===== src/rtl/occ_pkg.sv =====
package occ_pkg;

    typedef enum logic [1:0] {
        LS_INV = 2'd0,
        LS_SHR = 2'd1,
        LS_OSH = 2'd2,
        LS_OEX = 2'd3
    } line_st_e;

    typedef enum logic [1:0] {
        BC_READ = 2'd0,
        BC_RFO  = 2'd1,
        BC_INV  = 2'd2,
        BC_WB   = 2'd3
    } bus_cmd_e;

    function automatic logic is_owned(line_st_e s);
        return (s == LS_OSH) || (s == LS_OEX);
    endfunction

endpackage


===== src/rtl/occ_dir.sv =====
module occ_dir
    import occ_pkg::*;
#(
    parameter int IDX_W = 3,
    parameter int TAG_W = 13
) (
    input  logic             clk,
    input  logic             rst_n,
    input  logic [IDX_W-1:0] a_idx,
    output line_st_e         a_st,
    output logic [TAG_W-1:0] a_tag,
    input  logic [IDX_W-1:0] b_idx,
    output line_st_e         b_st,
    output logic [TAG_W-1:0] b_tag,
    input  logic             s_we,
    input  logic [IDX_W-1:0] s_idx,
    input  line_st_e         s_st,
    input  logic             c_we,
    input  logic [IDX_W-1:0] c_idx,
    input  logic [TAG_W-1:0] c_tag,
    input  line_st_e         c_st
);
    localparam int SETS = 1 << IDX_W;

    line_st_e         st_arr  [SETS];
    logic [TAG_W-1:0] tag_arr [SETS];

    for (genvar g = 0; g < SETS; g++) begin : g_set
        localparam logic [IDX_W-1:0] MY_IDX = IDX_W'(g);
        line_st_e         st_r;
        logic [TAG_W-1:0] tag_r;

        // snoop update wins over a CPU update of the same set
        always_ff @(posedge clk or negedge rst_n) begin
            if (!rst_n) begin
                st_r  <= LS_INV;
                tag_r <= '0;
            end else if (s_we && s_idx == MY_IDX) begin
                st_r <= s_st;
            end else if (c_we && c_idx == MY_IDX) begin
                st_r  <= c_st;
                tag_r <= c_tag;
            end
        end

        assign st_arr[g]  = st_r;
        assign tag_arr[g] = tag_r;
    end

    assign a_st  = st_arr[a_idx];
    assign a_tag = tag_arr[a_idx];
    assign b_st  = st_arr[b_idx];
    assign b_tag = tag_arr[b_idx];

endmodule


===== src/rtl/occ_snoop.sv =====
module occ_snoop
    import occ_pkg::*;
#(
    parameter int AW    = 16,
    parameter int IDX_W = 3
) (
    input  logic             clk,
    input  logic             rst_n,
    input  logic             snp_valid,
    input  logic [1:0]       snp_cmd,
    input  logic [AW-1:0]    snp_addr,
    output logic [IDX_W-1:0] d_idx,
    input  line_st_e         d_st,
    input  logic [AW-IDX_W-1:0] d_tag,
    output logic             upd_we,
    output line_st_e         upd_st,
    output logic             snp_supply
);
    localparam int TAG_W = AW - IDX_W;

    logic [TAG_W-1:0] s_tag;
    logic             match;
    logic             supply_d;
    bus_cmd_e         cmd;

    assign d_idx = snp_addr[IDX_W-1:0];
    assign s_tag = snp_addr[AW-1:IDX_W];
    assign cmd   = bus_cmd_e'(snp_cmd);
    assign match = snp_valid && (d_st != LS_INV) && (d_tag == s_tag);

    always_comb begin
        upd_we   = 1'b0;
        upd_st   = d_st;
        supply_d = 1'b0;
        if (match) begin
            unique case (cmd)
                BC_READ: begin
                    supply_d = is_owned(d_st);
                    upd_we   = (d_st == LS_OEX);
                    upd_st   = LS_OSH;
                end
                BC_RFO, BC_INV: begin
                    supply_d = is_owned(d_st);
                    upd_we   = 1'b1;
                    upd_st   = LS_INV;
                end
                BC_WB: begin
                    upd_we = 1'b0;
                end
            endcase
        end
    end

    always_ff @(posedge clk or negedge rst_n) begin
        if (!rst_n) snp_supply <= 1'b0;
        else        snp_supply <= supply_d;
    end


    r7_owner_supplies_chk: assert property (@(posedge clk) disable iff (!rst_n)
        (snp_valid && cmd == BC_READ && d_tag == s_tag && is_owned(d_st)) |=> snp_supply);


    r8_shared_silent_chk: assert property (@(posedge clk) disable iff (!rst_n)
        (snp_valid && cmd == BC_READ && d_st == LS_SHR) |=> !snp_supply);


    r12_wb_snoop_silent_chk: assert property (@(posedge clk) disable iff (!rst_n)
        (snp_valid && cmd == BC_WB) |=> !snp_supply);


    r9_kill_leaves_invalid_chk: assert property (@(posedge clk) disable iff (!rst_n)
        (snp_valid && (cmd == BC_RFO || cmd == BC_INV) && d_tag == s_tag && d_st != LS_INV)
        |=> ($past(d_idx) != d_idx || d_st == LS_INV));

endmodule


===== src/rtl/occ_cpu_fsm.sv =====
module occ_cpu_fsm
    import occ_pkg::*;
#(
    parameter int AW    = 16,
    parameter int IDX_W = 3
) (
    input  logic             clk,
    input  logic             rst_n,
    input  logic             cpu_valid,
    input  logic             cpu_write,
    input  logic [AW-1:0]    cpu_addr,
    output logic             cpu_ready,
    output logic             cpu_done,
    output logic             cpu_hit,
    output line_st_e         cpu_st,
    output logic [IDX_W-1:0] lk_idx,
    input  line_st_e         lk_st,
    input  logic [AW-IDX_W-1:0] lk_tag,
    output logic             cw_we,
    output logic [AW-IDX_W-1:0] cw_tag,
    output line_st_e         cw_st,
    output logic             bus_req,
    output bus_cmd_e         bus_cmd,
    output logic [AW-1:0]    bus_addr,
    input  logic             bus_grant,
    input  logic             bus_fill_valid
);
    localparam int TAG_W = AW - IDX_W;

    typedef enum logic [2:0] {
        C_IDLE, C_UPGRADE, C_WRBACK, C_FETCH, C_FILL, C_RESP
    } cst_e;

    cst_e             cs_q, cs_d;
    logic [AW-1:0]    addr_q;
    logic             wr_q, hit_q;
    logic [TAG_W-1:0] vtag_q;

    logic [AW-1:0]    cur_addr;
    logic [TAG_W-1:0] cur_tag;
    logic             lk_hit, victim_owned;

    assign cur_addr     = (cs_q == C_IDLE) ? cpu_addr : addr_q;
    assign lk_idx       = cur_addr[IDX_W-1:0];
    assign cur_tag      = cur_addr[AW-1:IDX_W];
    assign lk_hit       = (lk_st != LS_INV) && (lk_tag == cur_tag);
    assign victim_owned = is_owned(lk_st) && (lk_tag == vtag_q);

    // next-state logic
    always_comb begin
        cs_d = cs_q;
        unique case (cs_q)
            C_IDLE: if (cpu_valid) begin
                if (lk_hit) begin
                    if (!cpu_write || lk_st == LS_OEX) cs_d = C_RESP;
                    else                               cs_d = C_UPGRADE;
                end else if (is_owned(lk_st)) begin
                    cs_d = C_WRBACK;
                end else begin
                    cs_d = C_FETCH;
                end
            end
            C_UPGRADE: begin
                if (!lk_hit)        cs_d = C_FETCH;
                else if (bus_grant) cs_d = C_RESP;
            end
            C_WRBACK: begin
                if (!victim_owned || bus_grant) cs_d = C_FETCH;
            end
            C_FETCH:  if (bus_grant)      cs_d = C_FILL;
            C_FILL:   if (bus_fill_valid) cs_d = C_RESP;
            C_RESP:   cs_d = C_IDLE;
            default:  cs_d = C_IDLE;
        endcase
    end

    // state register and request latch
    always_ff @(posedge clk or negedge rst_n) begin
        if (!rst_n) begin
            cs_q   <= C_IDLE;
            addr_q <= '0;
            wr_q   <= 1'b0;
            hit_q  <= 1'b0;
            vtag_q <= '0;
        end else begin
            cs_q <= cs_d;
            if (cs_q == C_IDLE && cpu_valid) begin
                addr_q <= cpu_addr;
                wr_q   <= cpu_write;
                hit_q  <= lk_hit;
                vtag_q <= lk_tag;
            end else if (cs_q == C_UPGRADE && !lk_hit) begin
                hit_q <= 1'b0;
            end
        end
    end

    // outputs
    always_comb begin
        cpu_ready = (cs_q == C_IDLE);
        cpu_done  = (cs_q == C_RESP);
        cpu_hit   = hit_q;
        cpu_st    = lk_st;
        bus_req   = 1'b0;
        bus_cmd   = BC_READ;
        bus_addr  = addr_q;
        cw_we     = 1'b0;
        cw_tag    = cur_tag;
        cw_st     = LS_INV;
        unique case (cs_q)
            C_UPGRADE: begin
                bus_req = lk_hit;
                bus_cmd = BC_INV;
                cw_we   = lk_hit && bus_grant;
                cw_st   = LS_OEX;
            end
            C_WRBACK: begin
                bus_req  = victim_owned;
                bus_cmd  = BC_WB;
                bus_addr = {vtag_q, addr_q[IDX_W-1:0]};
                cw_we    = victim_owned && bus_grant;
                cw_tag   = vtag_q;
                cw_st    = LS_INV;
            end
            C_FETCH: begin
                bus_req = 1'b1;
                bus_cmd = wr_q ? BC_RFO : BC_READ;
            end
            C_FILL: begin
                cw_we = bus_fill_valid;
                cw_st = wr_q ? LS_OEX : LS_SHR;
            end
            default: begin
                bus_req = 1'b0;
            end
        endcase
    end


    r4_upgrade_owns_chk: assert property (@(posedge clk) disable iff (!rst_n)
        (bus_req && bus_cmd == BC_INV && bus_grant) |=> (cpu_done && cpu_st == LS_OEX));


    r6_rfo_fill_owns_chk: assert property (@(posedge clk) disable iff (!rst_n)
        (cs_q == C_FILL && bus_fill_valid && wr_q) |=> (cpu_done && cpu_st == LS_OEX));


    r2_read_fill_shared_chk: assert property (@(posedge clk) disable iff (!rst_n)
        (cs_q == C_FILL && bus_fill_valid && !wr_q) |=> (cpu_done && cpu_st == LS_SHR));


    r1_done_returns_idle_chk: assert property (@(posedge clk) disable iff (!rst_n)
        cpu_done |=> cpu_ready);

endmodule


===== src/rtl/own_coh_ctrl.sv =====
module own_coh_ctrl
    import occ_pkg::*;
#(
    parameter int AW    = 16,
    parameter int IDX_W = 3
) (
    input  logic          clk,
    input  logic          rst_n,
    input  logic          cpu_valid,
    input  logic          cpu_write,
    input  logic [AW-1:0] cpu_addr,
    output logic          cpu_ready,
    output logic          cpu_done,
    output logic          cpu_hit,
    output logic [1:0]    cpu_line_state,
    output logic          bus_req,
    output logic [1:0]    bus_cmd,
    output logic [AW-1:0] bus_addr,
    input  logic          bus_grant,
    input  logic          bus_fill_valid,
    input  logic          snp_valid,
    input  logic [1:0]    snp_cmd,
    input  logic [AW-1:0] snp_addr,
    output logic          snp_supply
);
    localparam int TAG_W = AW - IDX_W;

    logic [IDX_W-1:0] lk_idx, sn_idx;
    line_st_e         lk_st, sn_st, cw_st, up_st, cpu_st;
    logic [TAG_W-1:0] lk_tag, sn_tag, cw_tag;
    logic             cw_we, up_we;
    bus_cmd_e         bcmd;

    occ_dir #(.IDX_W(IDX_W), .TAG_W(TAG_W)) u_dir (
        .clk(clk), .rst_n(rst_n),
        .a_idx(lk_idx), .a_st(lk_st), .a_tag(lk_tag),
        .b_idx(sn_idx), .b_st(sn_st), .b_tag(sn_tag),
        .s_we(up_we), .s_idx(sn_idx), .s_st(up_st),
        .c_we(cw_we), .c_idx(lk_idx), .c_tag(cw_tag), .c_st(cw_st)
    );

    occ_snoop #(.AW(AW), .IDX_W(IDX_W)) u_snoop (
        .clk(clk), .rst_n(rst_n),
        .snp_valid(snp_valid), .snp_cmd(snp_cmd), .snp_addr(snp_addr),
        .d_idx(sn_idx), .d_st(sn_st), .d_tag(sn_tag),
        .upd_we(up_we), .upd_st(up_st), .snp_supply(snp_supply)
    );

    occ_cpu_fsm #(.AW(AW), .IDX_W(IDX_W)) u_fsm (
        .clk(clk), .rst_n(rst_n),
        .cpu_valid(cpu_valid), .cpu_write(cpu_write), .cpu_addr(cpu_addr),
        .cpu_ready(cpu_ready), .cpu_done(cpu_done), .cpu_hit(cpu_hit), .cpu_st(cpu_st),
        .lk_idx(lk_idx), .lk_st(lk_st), .lk_tag(lk_tag),
        .cw_we(cw_we), .cw_tag(cw_tag), .cw_st(cw_st),
        .bus_req(bus_req), .bus_cmd(bcmd), .bus_addr(bus_addr),
        .bus_grant(bus_grant), .bus_fill_valid(bus_fill_valid)
    );

    assign bus_cmd        = bcmd;
    assign cpu_line_state = cpu_st;


    r5_owned_write_quiet_chk: assert property (@(posedge clk) disable iff (!rst_n)
        (cpu_valid && cpu_ready && cpu_write && lk_st == LS_OEX
         && lk_tag == cpu_addr[AW-1:IDX_W]) |=> (!bus_req && cpu_done));


    r3_read_hit_quiet_chk: assert property (@(posedge clk) disable iff (!rst_n)
        (cpu_valid && cpu_ready && !cpu_write && lk_st != LS_INV
         && lk_tag == cpu_addr[AW-1:IDX_W]) |=> (!bus_req && cpu_done && cpu_hit));


    r10_wb_only_owned_chk: assert property (@(posedge clk) disable iff (!rst_n)
        (bus_req && bus_grant && bcmd == BC_WB) |=> !(bus_req && bcmd == BC_WB));

endmodule


===== config.mk =====
export PLATFORM = sky130hd
export DESIGN_NAME = own_coh_ctrl
export DESIGN_NICKNAME = d
export VERILOG_FILES = /design/src/rtl/occ_pkg.sv /design/src/rtl/occ_dir.sv /design/src/rtl/occ_snoop.sv /design/src/rtl/occ_cpu_fsm.sv /design/src/rtl/own_coh_ctrl.sv
export SDC_FILE = /design/constraint.sdc
export NUM_CORES = 1
export LEC_CHECK = 0
export ABC_CLOCK_PERIOD_IN_PS = 6150
export BUFFER_PORTS_ARGS = -buffer_cell sky130_fd_sc_hd__buf_2
export CORE_ASPECT_RATIO = 0.75
export CORE_MARGIN = 2
export CORE_UTILIZATION = 60
export DETAILED_ROUTE_END_ITERATION = 8
export PLACE_DENSITY_LB_ADDON = 0.2
export SYNTH_ARGS = -nofsm -noshare
export SYNTH_HDL_FRONTEND = slang
export SYNTH_SLANG_ARGS = --single-unit

===== constraint.sdc =====
create_clock -name clk -period 6.15 [get_ports clk]
set_clock_uncertainty 0.2 [all_clocks]
set_input_delay 1.23 -clock clk [delete_from_list [all_inputs] [get_ports clk]]
set_output_delay 1.23 -clock clk [all_outputs]
set_load 0.005 [all_outputs]

After elaboration in Yosys (flattened, before gate mapping)
Cells that the tools add are included.

cells by class
  bitwise operators = 10
  eq/ne operators = 34
  reduce and logical (&&, ||, !) cells = 57
  multiplexer cells = 55
  magnitude comparators = 2

operators by type and width
  operator                                                         number
  13-bit binary-select mux with 3-bit select                       2
  13-bit 2-to-1 mux                                                5
  2-bit 2-to-1 mux                                                 22
  13-bit == test                                                   3
  16-bit 2-to-1 mux                                                2
  3-bit == test, second input constant                             10
  1-bit logical AND                                                24
  3-bit 2-to-1 mux                                                 8
  2-bit nonzero test                                               11
  3-bit by 2-bit == test with 1-bit output, second input constant  6
  2-bit AND reduction                                              8
  3-bit one-hot mux with 5 select lines                            1
  2-bit binary-select mux with 3-bit select                        2
  2-bit == test, second input constant                             6
  3-bit by 1-bit == test with 1-bit output, second input constant  3
  3-bit logical NOT                                                3
  1-bit one-hot mux with 3 select lines                            3
  4-bit >= comparator, second input constant                       2
  1-bit inverter                                                   8
  3-bit inverter with 4-bit output                                 2
  2-bit one-hot mux with 2 select lines                            2
  1-bit 2-to-1 mux                                                 7
  2-bit != test, second input constant                             3
  2-bit one-hot mux with 3 select lines                            1
  9 further kinds                                                  14

word-level totals
  input bits = 41
  flip-flop bits (word level) = 155
  word-level logic and storage cells = 180

Longest topological paths before layout
  depth in word-level cells = 14
  mapped depth = 16
  gate-level depth less buffers = 11

Cells and area by module
Synthesis repeated with hierarchy kept, for this count alone.

unflattened totals
  cells, all modules = 726
  area total of the unflattened synthesis = 9659.3 um^2

by module, submodules not included
  module       area each (um^2)  cells each  times used  seq. area each (um^2)
  occ_dir      6951.7            414         1           3002.9
  occ_cpu_fsm  2399.8            274         1           850.8
  occ_snoop    307.8             38          1           25.0

Least setup slack after synthesis
No wires, ideal clock.

  kind = input to output
  start = input port cpu_addr[0]
  end = output port bus_req
  slack = 1.365 ns
  buffers on the path = 1
  stages = 9
  data required time = 4.720 ns
  data arrival time = 3.355 ns
  path through = or4b_4 clkbuf_1 and3_1 a211oi_1 o22ai_2 xnor2_1 nor4_2 a41oi_1 o21ai_0

between the ends
  word-level cells in the longest chain between the ends = 9

RTL lines
  what                                                                                line                          text
  start, declared                                                                     own_coh_ctrl.sv:11            input logic [AW-1:0] cpu_addr,
  16-bit 2-to-1 mux *                                                                 occ_cpu_fsm.sv:43             assign cur_addr = (cs_q == C_IDLE) ? cpu_addr : addr_q;
  3-bit inverter with 4-bit output (not written as such) *                            occ_dir.sv:50, occ_dir.sv:51
  branches (longest 6 deep; another with 13-bit binary-select mux with 3-bit select)  n/a
  1-bit one-hot mux with 3 select lines *                                             occ_cpu_fsm.sv:110            unique case (cs_q)
  end, declared                                                                       own_coh_ctrl.sv:16            output logic bus_req,

Mark *: on every way between the ends. The select of a mux whose other input is x is not followed.

Final worst setup path
  start = register u_fsm.cs_q[2]
  end = output port bus_req

between the ends
  word-level cells in the longest chain between the ends = 10

RTL lines
  what                                                       line                text
  start, declared                                            occ_cpu_fsm.sv:34   cst_e cs_q, cs_d;
  start signal, assigned                                     occ_cpu_fsm.sv:86   cs_q <= cs_d;
  branches (longest 9 deep; another with 16-bit 2-to-1 mux)  n/a
  1-bit one-hot mux with 3 select lines *                    occ_cpu_fsm.sv:110

Marks and branches as above.

==> impl_metrics.json <==
{
  "status": "finished clean",
  "cts_made_buffers": 17,
  "synth_nets": 866,
  "power_density_nw_per_um2": 570.2,
  "ff2ff_setup_slack_ns": 0.60,
  "clkSinkCount": 155,
  "pin_count": 66,
  "grt_max_degree": 113,
  "hold_violations": 0,
  "grt_usage_pct": 33.47,
  "drcViolationCount": 0,
  "antenna_cells": 0,
  "die_w_um": 149.1,
  "finalCriticalPeriod_ns": 6.007,
  "max_freq_mhz": 166.5,
  "synth_seq_cells": 155,
  "final_core_util_pct": 68.93,
  "postRouteWirelength_um": 27240,
  "antenna_found_initial": 0,
  "fp.dieArea_um2": 16820,
  "first_global_vias": 7443,
  "r2r-end": "u_dir.g_set[4].tag_r[12]$_DFFE_PN0P_",
  "vias_per_cell": 6.858,
  "synth_seq_area_share_pct": 40.95,
  "layout_commonest_cell": "dfrtp_1",
  "relSlewSlack_pct": 28.63,
  "portBuffers": 65,
  "cts_hold_buf": 0,
  "cp.required_ns": 4.72,
  "grt-ovfl-total": 0,
  "hp-class": "flop to flop",
  "worstMarginPinSlew_ns": 1.071,
  "rows": 39,
  "finish.instance_area_um2": 10560,
  "core-area_um2": 15320,
  "drive_above_1_share_pct": 31.64,
  "wire_per_inst_um": 24.99,
  "fin_nets": 915,
  "finalSetupTns_ns": 0,
  "place_hpwl_um": 18200,
  "holdPathEnd": "u_dir.g_set[0].tag_r[8]$_DFFE_PN0P_",
  "maxCapViolations": 0,
  "synth_warnings": 0,
  "area_delta_synth_final_pct": 11.49,
  "synth_cell_types": 61,
  "start_util_pct": 61.82,
  "r2r_cells": 11,
  "dr_total_vias": 7475,
  "path_clk_slew_ns": 0.07,
  "crit_fanout": 16,
  "dpl-instance-area_um2": 9965,
  "htreeDepth": 4,
  "startpoint_type": "flop",
  "insertion_delay_ns": 0.44,
  "reg2reg_from": "u_fsm.cs_q[2]$_DFFE_PN0P_",
  "drtPass1Iterations": 5,
  "setup.worst_path.start": "u_fsm.cs_q[2]$_DFFE_PN0P_",
  "ant_nets": 0,
  "cts.repair.resized": 0,
  "post-cts-setup-buffer-count": 0,
  "synth_edf_count": 0,
  "async_flop_share_pct": 100.0,
  "yosys_most_used_dff": "dfrtp_1",
  "rsz0062_at_grt": "false",
  "total_power_w": 0.006022,
  "cts_tree": "built",
  "final_cell_mix": "dfrtp_1 (155), mux2_2 (91), buf_2 (64)",
  "endpoint_kind": "primary output",
  "min_from": "u_dir.g_set[0].tag_r[8]$_DFFE_PN0P_",
  "leakagePower_nw": 4.817,
  "period_share_pct": 97.68,
  "postSynthAreaPerCell_um2": 11.51,
  "fillers": 1143,
  "grt_pass1_wl_um": 42200,
  "netlist_instances": 823,
  "first_iter_violations": 826,
  "critPathArrivalTime_ns": 4.58,
  "min_path_cells": 1,
  "clockRootBuffer": "clkbuf_16",
  "maxSlewViolCount": 0,
  "die_height_um": 112.8,
  "syn_area_um2": 9473,
  "globalplace.congestion": 0.9500,
  "ir_drop_v": 0.0005445,
  "report.final.setup_viol": 0,
  "clockBufferDepth": 2,
  "critPathKind": "flop to primary output"
}
worst max-delay path by stage:
stage               slack (ns)  cells after the start  endpoint
floorplan                 1.36                      9   bus_req
global placement          0.59                     11   bus_req
detailed placement        0.55                     11   bus_req
CTS                       0.31                      9   bus_req
global route              0.03                      9   bus_req
finish                    0.14                      9   bus_req
metal layers:
layer,track usage (%),vias up,wire length [um]
met5,0,-,0
met4,15.81,0,1041
met3,10.04,74,2678
met2,48.20,457,12360
met1,46.79,3753,11160
li1,-,3191,-
cell usage after synthesis, types with 10 or more instances:
cell | count | area [um^2]
o221ai_1 | 30 | 262.8
mux4_2 | 30 | 675.7
buf_2 | 16 | 80.08
nand2_1 | 53 | 198.9
nor4_1 | 13 | 81.33
nor3_1 | 18 | 90.09
mux2i_1 | 54 | 540.5
buf_4 | 14 | 105.1
a21oi_1 | 24 | 120.1
dfrtp_1 | 155 | 3879
nor2_1 | 44 | 165.2
xnor2_1 | 28 | 245.2
xor2_1 | 13 | 113.9
a211oi_1 | 28 | 210.2
mux2_2 | 91 | 1025
and3_1 | 30 | 187.7
mux2_1 | 27 | 304.0
mux2_4 | 12 | 180.2
clkbuf_1 | 27 | 101.4
inv_1 | 10 | 37.54
layout make-up:
class	count	area, um^2	share of cell area (%)
Timing Repair Buffer	92	559.3	5.296
Tap cell	205	256.5	2.429
Inverter	10	37.54	0.3554
Multi-Input combinational cell	596	5233	49.54
Clock buffer	18	439.2	4.158
Sequential cell	155	3879	36.73
Clock inverter	14	157.7	1.493
logic make-up after synthesis:
family          synth area share, %
compound gates                10.54
xor+xnor                      3.791
buf+inv                       3.857
fa+ha+maj                    0.2641
flops                         40.95
mux                           29.30
simple gates                  11.31
metrics by stage:
step	std cells	hold WS (ns)	worst slack, ns
final	1090	0.3277	0.1426
after global routing	1090	0.3380	0.02745
after CTS	1090	0.3231	0.3054
after detailed placement	1058	0.3093	0.5469
after global placement	1058	0.2892	0.5880
after floorplan	823	0.2729	1.365
registers in the layout, summed over array words and instances (netlist names):
name                flops
u_dir.g_set.tag_r     104
u_dir.g_set.st_r       16
u_fsm.addr_q           16
u_fsm.vtag_q           13
u_fsm.cs_q              3
u_fsm.cpu_hit           1
u_fsm.wr_q              1
u_snoop.snp_supply      1
worst max-delay path, stage by stage (launching register included):
cell and delay [ns]:
dfrtp_1 0.41, nor3_4 0.69, mux2i_4 0.88, o221ai_1 0.32
o22ai_2 0.37, xnor2_1 0.20, nor4_2 0.44, a41oi_1 0.32
o21ai_0 0.33, buf_2 0.17
report_power, final:
group	leakage, nW	total [W]	switching (W)	internal [W]
sequential	2.05	0.00171	0.000332	0.00138
combinational	2.47	0.00322	0.00195	0.00128
clock	0.296	0.00109	0.000469	0.000619
Note: power is estimated with default switching activity, not from simulation.
